<file path="src/rtl/irqc_pkg.sv">
package irqc_pkg;
  localparam int unsigned LINES  = 8;
  localparam int unsigned LINE_W = $clog2(LINES);
  localparam int unsigned VEC_W  = 8;
  localparam int unsigned BASE_W = VEC_W - LINE_W;

  typedef logic [LINES-1:0]  line_vec_t;
  typedef logic [LINE_W-1:0] line_idx_t;
endpackage

</file>
<file path="src/rtl/irqc_edge.sv">
module irqc_edge #(
  parameter int unsigned N = 8
) (
  input  logic         clk,
  input  logic         rst_n,
  input  logic [N-1:0] pins_i,
  input  logic [N-1:0] mask_i,
  output logic [N-1:0] accepted_o
);
  logic [N-1:0] prev_q;

  // Stored pin state resets high: a pin already high at reset release is not an edge.
  always_ff @(posedge clk or negedge rst_n) begin
    if (!rst_n) prev_q <= '1;
    else        prev_q <= pins_i;
  end

  genvar g;
  generate
    for (g = 0; g < N; g++) begin : g_line
      assign accepted_o[g] = pins_i[g] & ~prev_q[g] & ~mask_i[g];
    end
  endgenerate
endmodule

</file>
<file path="src/rtl/irqc_prio.sv">
module irqc_prio #(
  parameter int unsigned N = 8,
  parameter int unsigned W = 3
) (
  input  logic [N-1:0] req_i,
  output logic         any_o,
  output logic [W-1:0] top_o
);
  always_comb begin
    top_o = '0;
    for (int i = 0; i < N; i++) begin
      if (req_i[i]) top_o = W'(i);
    end
    any_o = |req_i;
  end
endmodule

</file>
<file path="src/rtl/irqc_ceiling.sv">
module irqc_ceiling #(
  parameter int unsigned N = 8,
  parameter int unsigned W = 3
) (
  input  logic [N-1:0] in_service_i,
  input  logic [W-1:0] line_i,
  output logic         clear_o
);
  logic [N-1:0] at_or_above;

  genvar g;
  generate
    for (g = 0; g < N; g++) begin : g_cmp
      assign at_or_above[g] = (W'(g) >= line_i);
    end
  endgenerate

  assign clear_o = ~|(in_service_i & at_or_above);
endmodule

</file>
<file path="src/rtl/irq_service_core.sv">
module irq_service_core
  import irqc_pkg::*;
(
  input  logic              clk,
  input  logic              rst_n,
  input  logic [LINES-1:0]  req_pins_i,
  input  logic [LINES-1:0]  mask_i,
  input  logic [BASE_W-1:0] vec_base_i,
  input  logic [LINES-1:0]  cascade_map_i,
  input  logic              slave_present_i,
  input  logic              auto_eoi_i,
  input  logic              ack_i,
  input  logic              eoi_i,
  input  logic              eoi_specific_i,
  input  logic [LINE_W-1:0] eoi_line_i,
  output logic              irq_o,
  output logic              vec_valid_o,
  output logic [VEC_W-1:0]  vec_o,
  output logic              slave_sel_o,
  output logic [LINES-1:0]  pending_o,
  output logic [LINES-1:0]  in_service_o
);
  line_vec_t pend_q, isr_q, pend_n, isr_n;
  line_vec_t accepted;

  // Rising-edge capture with mask filtering
  irqc_edge #(.N(LINES)) u_edge (
    .clk(clk), .rst_n(rst_n), .pins_i(req_pins_i), .mask_i(mask_i),
    .accepted_o(accepted)
  );

  // Priority finders: new edges, pending set, in-service set, next pending set
  logic      new_any, pend_any, isr_any, re_any;
  line_idx_t new_top, pend_top, isr_top, re_top;

  irqc_prio #(.N(LINES), .W(LINE_W)) u_prio_new (
    .req_i(accepted), .any_o(new_any), .top_o(new_top));
  irqc_prio #(.N(LINES), .W(LINE_W)) u_prio_pend (
    .req_i(pend_q), .any_o(pend_any), .top_o(pend_top));
  irqc_prio #(.N(LINES), .W(LINE_W)) u_prio_isr (
    .req_i(isr_q), .any_o(isr_any), .top_o(isr_top));
  irqc_prio #(.N(LINES), .W(LINE_W)) u_prio_re (
    .req_i(pend_n), .any_o(re_any), .top_o(re_top));

  // Service ceilings: a new edge is checked against the current in-service
  // set, a re-check against the in-service set after this cycle's updates.
  logic new_clear, re_clear;
  irqc_ceiling #(.N(LINES), .W(LINE_W)) u_ceil_new (
    .in_service_i(isr_q), .line_i(new_top), .clear_o(new_clear));
  irqc_ceiling #(.N(LINES), .W(LINE_W)) u_ceil_re (
    .in_service_i(isr_n), .line_i(re_top), .clear_o(re_clear));

  line_vec_t ack_clr, ack_set, eoi_clr;
  logic      recheck, irq_n, sel_n;
  logic [VEC_W-1:0] vec_n;

  always_comb begin
    ack_clr = '0;
    ack_set = '0;
    eoi_clr = '0;
    recheck = 1'b0;
    sel_n   = 1'b0;
    vec_n   = {vec_base_i, {LINE_W{1'b1}}};

    if (ack_i && pend_any) begin
      ack_clr[pend_top] = 1'b1;
      vec_n = {vec_base_i, pend_top};
      sel_n = cascade_map_i[pend_top] & slave_present_i;
      if (auto_eoi_i) recheck = 1'b1;
      else            ack_set[pend_top] = 1'b1;
    end

    if (eoi_i) begin
      recheck = 1'b1;
      if (eoi_specific_i)  eoi_clr[eoi_line_i] = 1'b1;
      else if (isr_any)    eoi_clr[isr_top]    = 1'b1;
    end

    pend_n = (pend_q & ~ack_clr) | accepted;
    isr_n  = (isr_q & ~eoi_clr) | ack_set;
    irq_n  = (new_any & new_clear) | (recheck & re_any & re_clear);
  end

  always_ff @(posedge clk or negedge rst_n) begin
    if (!rst_n) begin
      pend_q      <= '0;
      isr_q       <= '0;
      irq_o       <= 1'b0;
      vec_valid_o <= 1'b0;
      vec_o       <= '0;
      slave_sel_o <= 1'b0;
    end else begin
      pend_q      <= pend_n;
      isr_q       <= isr_n;
      irq_o       <= irq_n;
      vec_valid_o <= ack_i;
      if (ack_i) begin
        vec_o       <= vec_n;
        slave_sel_o <= sel_n;
      end else begin
        slave_sel_o <= 1'b0;
      end
    end
  end

  assign pending_o    = pend_q;
  assign in_service_o = isr_q;

  // Assertions guarding the registers above
  AST_VEC_AFTER_ACK: assert property (@(posedge clk) disable iff (!rst_n)
    ack_i |=> vec_valid_o);
  AST_NO_STRAY_VEC: assert property (@(posedge clk) disable iff (!rst_n)
    !ack_i |=> !vec_valid_o);
  AST_MASKED_NOT_LATCHED: assert property (@(posedge clk) disable iff (!rst_n)
    rst_n |=> ((pending_o & ~$past(pending_o) & $past(mask_i)) == '0));
  AST_SLAVE_NEEDS_PRESENT: assert property (@(posedge clk) disable iff (!rst_n)
    ack_i |=> (!slave_sel_o || $past(slave_present_i)));
  AST_SPECIFIC_EOI_CLEARS: assert property (@(posedge clk) disable iff (!rst_n)
    (eoi_i && eoi_specific_i && !ack_i) |=> !in_service_o[$past(eoi_line_i)]);
  AST_AUTO_EOI_NO_SERVICE: assert property (@(posedge clk) disable iff (!rst_n)
    (ack_i && auto_eoi_i && !eoi_i) |=>
      ($countones(in_service_o) == $countones($past(in_service_o))));
endmodule

</file>
<file path="config.mk">
export PLATFORM = sky130hd
export DESIGN_NAME = irq_service_core
export DESIGN_NICKNAME = d
export VERILOG_FILES = /design/src/rtl/irqc_pkg.sv /design/src/rtl/irqc_edge.sv /design/src/rtl/irqc_prio.sv /design/src/rtl/irqc_ceiling.sv /design/src/rtl/irq_service_core.sv
export SDC_FILE = /design/constraint.sdc
export NUM_CORES = 1
export LEC_CHECK = 0
export BUFFER_PORTS_ARGS = -buffer_cell sky130_fd_sc_hd__buf_2
export CORE_MARGIN = 2
export CORE_UTILIZATION = 30
export CTS_CLUSTER_DIAMETER = 50
export DETAILED_ROUTE_END_ITERATION = 16
export GPL_TIMING_DRIVEN = 0
export MAX_ROUTING_LAYER = met4
export PLACE_DENSITY_LB_ADDON = 0.12
export SYNTH_ARGS = -nofsm -noshare
export SYNTH_HDL_FRONTEND = slang
export SYNTH_HIERARCHICAL = 1
export SYNTH_SLANG_ARGS = --single-unit
</file>
<file path="constraint.sdc">
create_clock -name clk -period 6.3 [get_ports clk]
set_input_delay 0.63 -clock clk [delete_from_list [all_inputs] [get_ports clk]]
set_output_delay 0.63 -clock clk [all_outputs]
set_load 0.02 [all_outputs]
</file>
Word-level counts from Yosys, hierarchy flattened
Cells that the tools add are included.
{"block": "classes", "reduce_logical": 12, "n_bitwise": 45, "addsub": 0, "n_eq_ne": 0, "n_lt_le_gt_ge": 22, "mul": 0, "div_mod_pow": 0, "shift": 0, "n_mux": 48}
{"operator": "3-bit 2-to-1 mux", "n": 17}
{"operator": "8-bit 2-to-1 mux", "n": 6}
{"operator": "8-bit OR reduction", "n": 6}
{"operator": "8-bit AND", "n": 4}
{"operator": "3-bit greater-or-equal comparator, first input constant", "n": 8}
{"operator": "1-bit AND", "n": 20}
{"operator": "2-bit 2-to-1 mux", "n": 8}
{"operator": "1-bit inverter", "n": 16}
{"operator": "8-bit inverter", "n": 2}
{"operator": "8-bit OR", "n": 2}
{"operator": "1-bit 2-to-1 mux", "n": 13}
{"operator": "1-bit by 3-bit greater-or-equal comparator with 1-bit output, first input constant", "n": 4}
{"operator": "2-bit by 3-bit greater-or-equal comparator with 1-bit output, first input constant", "n": 4}
{"operator": "3-bit by 4-bit less-than comparator with 1-bit output, second input constant", "n": 3}
{"operator": "1-bit demux with 3-bit select", "n": 3}
{"operator": "3-bit by 1-bit greater-or-equal comparator with 1-bit output, second input constant", "n": 3}
{"operator": "1-bit logical AND", "n": 4}
{"operator": "1-bit binary-select mux with 3-bit select", "n": 1}
{"operator": "1-bit logical NOT", "n": 2}
{"operator": "1-bit OR", "n": 1}
{"block": "totals", "mem_bits_ro": 0, "regBits": 35, "ramBits": 0, "output_inout_bits": 27, "mem_count": 0, "latch_bits": 0, "input_bits": 39, "wordCells": 134}

Depth between registers and ports, before layout
{"block": "depth", "word_depth": 28, "ltp_mapped": 16}

By module
The synthesis kept the hierarchy.
{"module": "irq_service_core", "area_per_inst_um2": 1316.3, "cells_per_inst": 114, "seq_area_each_um2": 675.6, "instances": 1}
{"module": "irqc_edge", "area_per_inst_um2": 310.3, "cells_per_inst": 16, "seq_area_each_um2": 210.2, "instances": 1}
{"module": "irqc_prio", "area_per_inst_um2": 66.3, "cells_per_inst": 12, "seq_area_each_um2": 0.0, "instances": 4}
{"module": "irqc_ceiling", "area_per_inst_um2": 67.6, "cells_per_inst": 13, "seq_area_each_um2": 0.0, "instances": 2}

Least setup slack after synthesis
OpenSTA, ideal clock, no wires.
{"block": "synth_timing", "path_type": "reg-to-reg", "from": "reg pend_q[2], in the netlist pending_o[2]", "to": "reg irq_o", "n_path_buf": 1, "period_less_slack_ns": 2.707, "required_ns": 6.217, "arrival_ns": 2.624, "path_stages_with_launch": 15, "slack_ns": 3.593, "path_cell_list": "dfrtp_1 -> inv_1 -> a21oi_1 -> o31ai_2 -> clkbuf_1 -> nand3_1 -> o21ai_0 -> nand2b_1 -> o31ai_1 -> nand2b_1 -> a221o_1 -> a21oi_1 -> nor4_1 -> nand2_1 -> o21ai_0"}
{"block": "synth_between", "elab_cells_between_ends": 44, "cone_classes": "order compare: 10; mux: 20; bitwise: 8; reduce/logical: 6"}
{"element": "start, declared", "line_no": "irq_service_core.sv:23", "text": "line_vec_t pend_q, isr_q, pend_n, isr_n;"}
{"element": "start signal, assigned", "line_no": "irq_service_core.sv:93", "text": "pend_q <= pend_n;"}
{"element": "2-bit 2-to-1 mux * (2 in a row)", "line_no": "irqc_prio.sv:12", "text": "if (req_i[i]) top_o = W'(i);"}
{"element": "3-bit 2-to-1 mux * (4 in a row)", "line_no": "irqc_prio.sv:12"}
{"element": "via pend_top[0]", "line_no": "irq_service_core.sv:34", "text": "line_idx_t new_top, pend_top, isr_top, re_top;"}
{"element": "3-bit by 4-bit less-than comparator with 1-bit output (implied by the code) or 3-bit by 1-bit greater-or-equal comparator with 1-bit output (tied branches)", "line_no": "irq_service_core.sv:66", "text": "ack_clr[pend_top] = 1'b1;"}
{"element": "1-bit logical AND (implied by the code)", "line_no": "irq_service_core.sv:66"}
{"element": "1-bit 2-to-1 mux (implied by the code)", "line_no": "irq_service_core.sv:66"}
{"element": "1-bit demux with 3-bit select *", "line_no": "irq_service_core.sv:66"}
{"element": "8-bit 2-to-1 mux *", "line_no": "irq_service_core.sv:65", "text": "if (ack_i && pend_any) begin"}
{"element": "[3 not listed]"}
{"element": "via pend_n[5]", "line_no": "irq_service_core.sv:23"}
{"element": "[3 not listed]"}
{"element": "via re_top[1]", "line_no": "irq_service_core.sv:34"}
{"element": "1-bit by 3-bit greater-or-equal comparator with 1-bit output, or another cell as far along", "line_no": "irqc_ceiling.sv:14", "text": "assign at_or_above[g] = (W'(g) >= line_i);"}
{"element": "8-bit AND *", "line_no": "irqc_ceiling.sv:18", "text": "assign clear_o = ~|(in_service_i & at_or_above);"}
{"element": "8-bit OR reduction *", "line_no": "irqc_ceiling.sv:18"}
{"element": "1-bit logical NOT *", "line_no": "irqc_ceiling.sv:18"}
{"element": "via re_clear", "line_no": "irq_service_core.sv:47", "text": "logic new_clear, re_clear;"}
{"element": "1-bit AND *", "line_no": "irq_service_core.sv:81", "text": "irq_n = (new_any & new_clear) | (recheck & re_any & re_clear);"}
{"element": "1-bit OR *", "line_no": "irq_service_core.sv:81"}
{"element": "via irq_n", "line_no": "irq_service_core.sv:54", "text": "logic recheck, irq_n, sel_n;"}
{"element": "end signal, assigned", "line_no": "irq_service_core.sv:95", "text": "irq_o <= irq_n;"}
{"element": "end, declared", "line_no": "irq_service_core.sv:16", "text": "output logic irq_o,"}
Mark *: on every way through the listed nets, which the timed path passes. The rest lies on a longest branch.
A chain may end at the register's enable or synchronous reset.

Worst setup path after layout
Same ends and word-level chain as after synthesis.

==> metrics.md <==
| Metric | Value |
|---|---|
| Iteration-0 DRC Markers | `80` |
| CTS sink count | `35` |
| Compound-gate portion of the synthesized area | `22.2%` |
| Power, Total | `0.946 mW` |
| Final WL | `5560 um` |
| Slew Limit Fails | `0` |
| Synthesis Warnings | `6` |
| Largest net degree at the start of global routing | `36` |
| WL/cell | `15.7 um` |
| Vias in the first global route | `1844` |
| Core Region | `0.00646 sq mm` |
| CP arrival | `3.39 ns` |
| Post-synth net total | `243` |
| Clk Latency, worst-skew pair | `0.29 ns` |
| Port-buffer cells | `64` |
| CTS Root Cell | `clkbuf_8` |
| Setup CP Type | `flop to flop` |
| Main combinational cell family by area after synthesis | `simple AND/OR/NAND/NOR gates` |
| Setup bufs post-CTS | `0` |
| Initial antenna violation count | `0` |
| Status | `finished clean` |
| Initial Utilization | `31.4%` |
| Final Wtd Congestion | `0.797` |
| R2R Path Start | `pending_o[2]$_DFF_PN0_` |
| Die Span X | `86.2 um` |
| Synthesized cell area | `0.00203 sq mm` |
| Non-Filler Instances | `353` |
| FP Rows | `29` |
| Slew @ Worst Pin | `0.782 ns` |
| Post-Synth Simple-Gate Area | `25.0%` |
| Leakage power | `1.09 nW` |
| NumNets Final | `314` |
| Fin area | `0.00256 sq mm` |
| Total grt overflow | `0` |
| Post-route minimum period | `3.20 ns` |
| PD cells | `369 mW/mm^2` |
| Fillers | `688` |
| Die height | `86.2 um` |
| Xor/xnor share of the synthesized area | `0%` |
| CTS Hold Bufs | `0` |
| Routed via count | `1894` |
| Clock Pin Slew Worst Setup and Hold Paths | `0.08 ns` |
| WHS | `0.422 ns` |
| DR vias/cell | `5.37` |
| Ant. Diodes | `0` |
| R2r endpoint | `irq_o$_DFF_PN0_` |
| Total track usage | `15.8%` |
| FF-to-FF path depth | `14` |
| Slew margin rel. | `47.9%` |
| Critical path data required time | `6.50 ns` |
| Max H-tree Level | `2` |
| # IOs | `66` |
| Synth cell types | `38` |
| HP Class | `input port to async pin` |
| Max Fclk | `313 MHz` |
| TritonCTS Buffers | `5` |
| Dpl cells | `345` |
| Crit path capture type | `flop` |
| Fin. Hold Viols | `0` |
| Crit path launch type | `flop` |
| Post-synthesis adder-cell area fraction | `0%` |
| RSZ-0062 raised after global routing | `no` |
| Yosys reg bits | `35` |
| Post-route ant nets | `0` |
| DP Area | `0.00244 sq mm` |
| Post-DP HPWL | `4210 um` |
| # DRC | `0` |
| First-pass GRT wire length | `9050 um` |
| CTS Buffer Depth | `2` |
| Detailed Routing Iterations Pass 1 | `4` |
| Syn_area_per_cell | `9.94 sq um` |
| Mux cell area share after synthesis | `4.81%` |
| Layout cell share with drive strength beyond 1 | `39.5%` |
| Fin crit share | `50.7%` |
| Setup TNS | `0 ns` |
| Area Overhead vs Synth | `26.4%` |
| Critical path fanouts, max | `8` |
| Die ar. | `0.00743 sq mm` |
| Number of max-cap violations | `0` |
| PostCTS Resize Cnt | `0` |
| CTS tree | `yes` |
| Syn Inst Count | `204` |
| Max Clock Skew | `0.00715 ns` |
| Reg2reg setup slack | `3.10 ns` |
| Max rail drop VDD | `0.000171 V` |
| Seq/Total Area, Yosys | `43.7%` |
| Setup-failing EPs final | `0` |
-- report_power, final --
part	internal (mW)	switching [mW]
combinational	0.152	0.254
sequential	0.271	0.0576
clock	0.128	0.0836
-- cells in the mapped netlist --
library cell | n | share of area, %
nand2_1 | 10 | 1.9
clkbuf_1 | 5 | 0.93
a21oi_1 | 12 | 3.0
a221o_1 | 8 | 4.0
nand3_1 | 1 | 0.25
o22ai_1 | 1 | 0.31
a32oi_1 | 2 | 0.86
and4bb_2 | 1 | 0.62
mux2i_1 | 3 | 1.5
nand3b_1 | 2 | 0.74
nand4b_1 | 3 | 1.3
or4b_1 | 1 | 0.49
buf_6 | 1 | 0.56
or4bb_1 | 2 | 1.1
inv_2 | 4 | 0.74
nand2b_1 | 14 | 4.3
a31oi_1 | 3 | 0.93
inv_1 | 11 | 2.0
o211a_1 | 4 | 2.0
o211ai_1 | 2 | 0.74
o311a_1 | 2 | 0.99
o21ai_0 | 7 | 1.7
o21a_1 | 1 | 0.37
dfstp_2 | 8 | 10
nor2_1 | 27 | 5.0
o31ai_1 | 6 | 2.2
dfrtp_1 | 27 | 33
nor4_1 | 4 | 1.2
o2111a_1 | 1 | 0.56
a21oi_2 | 4 | 1.7
or3b_4 | 1 | 0.56
nor3b_2 | 8 | 4.9
mux2_2 | 6 | 3.3
o31ai_2 | 4 | 2.5
nand4_1 | 5 | 1.5
nand4bb_1 | 1 | 0.56
o2bb2ai_1 | 1 | 0.43
and4b_1 | 1 | 0.49
-- flip-flops by register name, summed over array words and instances (netlist names) --
signal	cells
pending_o	8
vec_valid_o	1
in_service_o	8
vec_o	8
u_edge/prev_q	8
irq_o	1
slave_sel_o	1
-- logic make-up after synthesis --
group / count (synthesis)
flops: 35
compound gates: 58
buf+inv: 21
simple gates: 81
mux: 9
-- cells in the final DEF, fill, tap and decap left out, drive strengths merged, types with 2 or more instances in the layout --
| cell type | instances |
|---|---|
| buf | 65 |
| mux2i | 3 |
| nand4 | 5 |
| nor2 | 27 |
| or4bb | 2 |
| o31ai | 10 |
| dfrtp | 27 |
| nand4b | 3 |
| a31oi | 3 |
| o21ai | 7 |
| nand3b | 2 |
| o211ai | 2 |
| nand2 | 10 |
| o311a | 2 |
| a221o | 8 |
| a32oi | 2 |
| o211a | 4 |
| mux2 | 6 |
| nor4 | 4 |
| a21oi | 16 |
| clkbuf | 11 |
| nand2b | 14 |
| inv | 15 |
| nor3b | 8 |
| dfstp | 8 |
-- cell type report --
cell class	instances	area [sq um]	share of cell area (%)
clock buffers	6	82.6	3.22
multi-input cells	148	1050	41.2
plain buffers	6	30.0	1.17
flip-flops and latches	35	886	34.6
well taps	77	96.3	3.76
repair buffers	64	320	12.5
inverters	15	56.3	2.20
clock inverters	2	35.0	1.37
-- through the flow --
step,worst slack (ns),util (%)
CTS,3.12,39.7
detailed placement,3.15,37.8
global placement,3.15,37.8
floorplan,3.59,-
global route,2.77,39.7
finish,3.10,39.7
-- critical path, cell delays in order, from the launching register on --
cell and delay (ns):
dfrtp_1 0.41, inv_1 0.06, a21oi_1 0.07, o31ai_2 0.17, clkbuf_1 0.39, nand3_1 0.24, o21ai_0 0.20, nand2b_1 0.14
o31ai_1 0.50, nand2b_1 0.17, a221o_1 0.14, a21oi_1 0.06, nor4_1 0.26, nand2_1 0.10, o21ai_0 0.18
-- worst max-delay path by stage --
stage | start | endpoint | slack (ns) | depth (start not counted)
after floorplan | pending_o[2]$_DFF_PN0_ | irq_o$_DFF_PN0_ | 3.59 | 14
after global placement | pending_o[2]$_DFF_PN0_ | irq_o$_DFF_PN0_ | 3.15 | 14
after detailed placement | pending_o[2]$_DFF_PN0_ | irq_o$_DFF_PN0_ | 3.15 | 14
after CTS | pending_o[2]$_DFF_PN0_ | irq_o$_DFF_PN0_ | 3.12 | 14
after global routing | pending_o[2]$_DFF_PN0_ | irq_o$_DFF_PN0_ | 2.77 | 14
final | pending_o[2]$_DFF_PN0_ | irq_o$_DFF_PN0_ | 3.10 | 14
-- per-layer routing --
metal / track usage, % / wire length [um] / share of wire (%)
met5: - / 0 / 0
met4: 3.84 / 56 / 1.0
met3: 3.33 / 383 / 6.9
met2: 23.5 / 2490 / 45
met1: 22.3 / 2630 / 47
No activity file was read; power rests on OpenSTA's default activity.
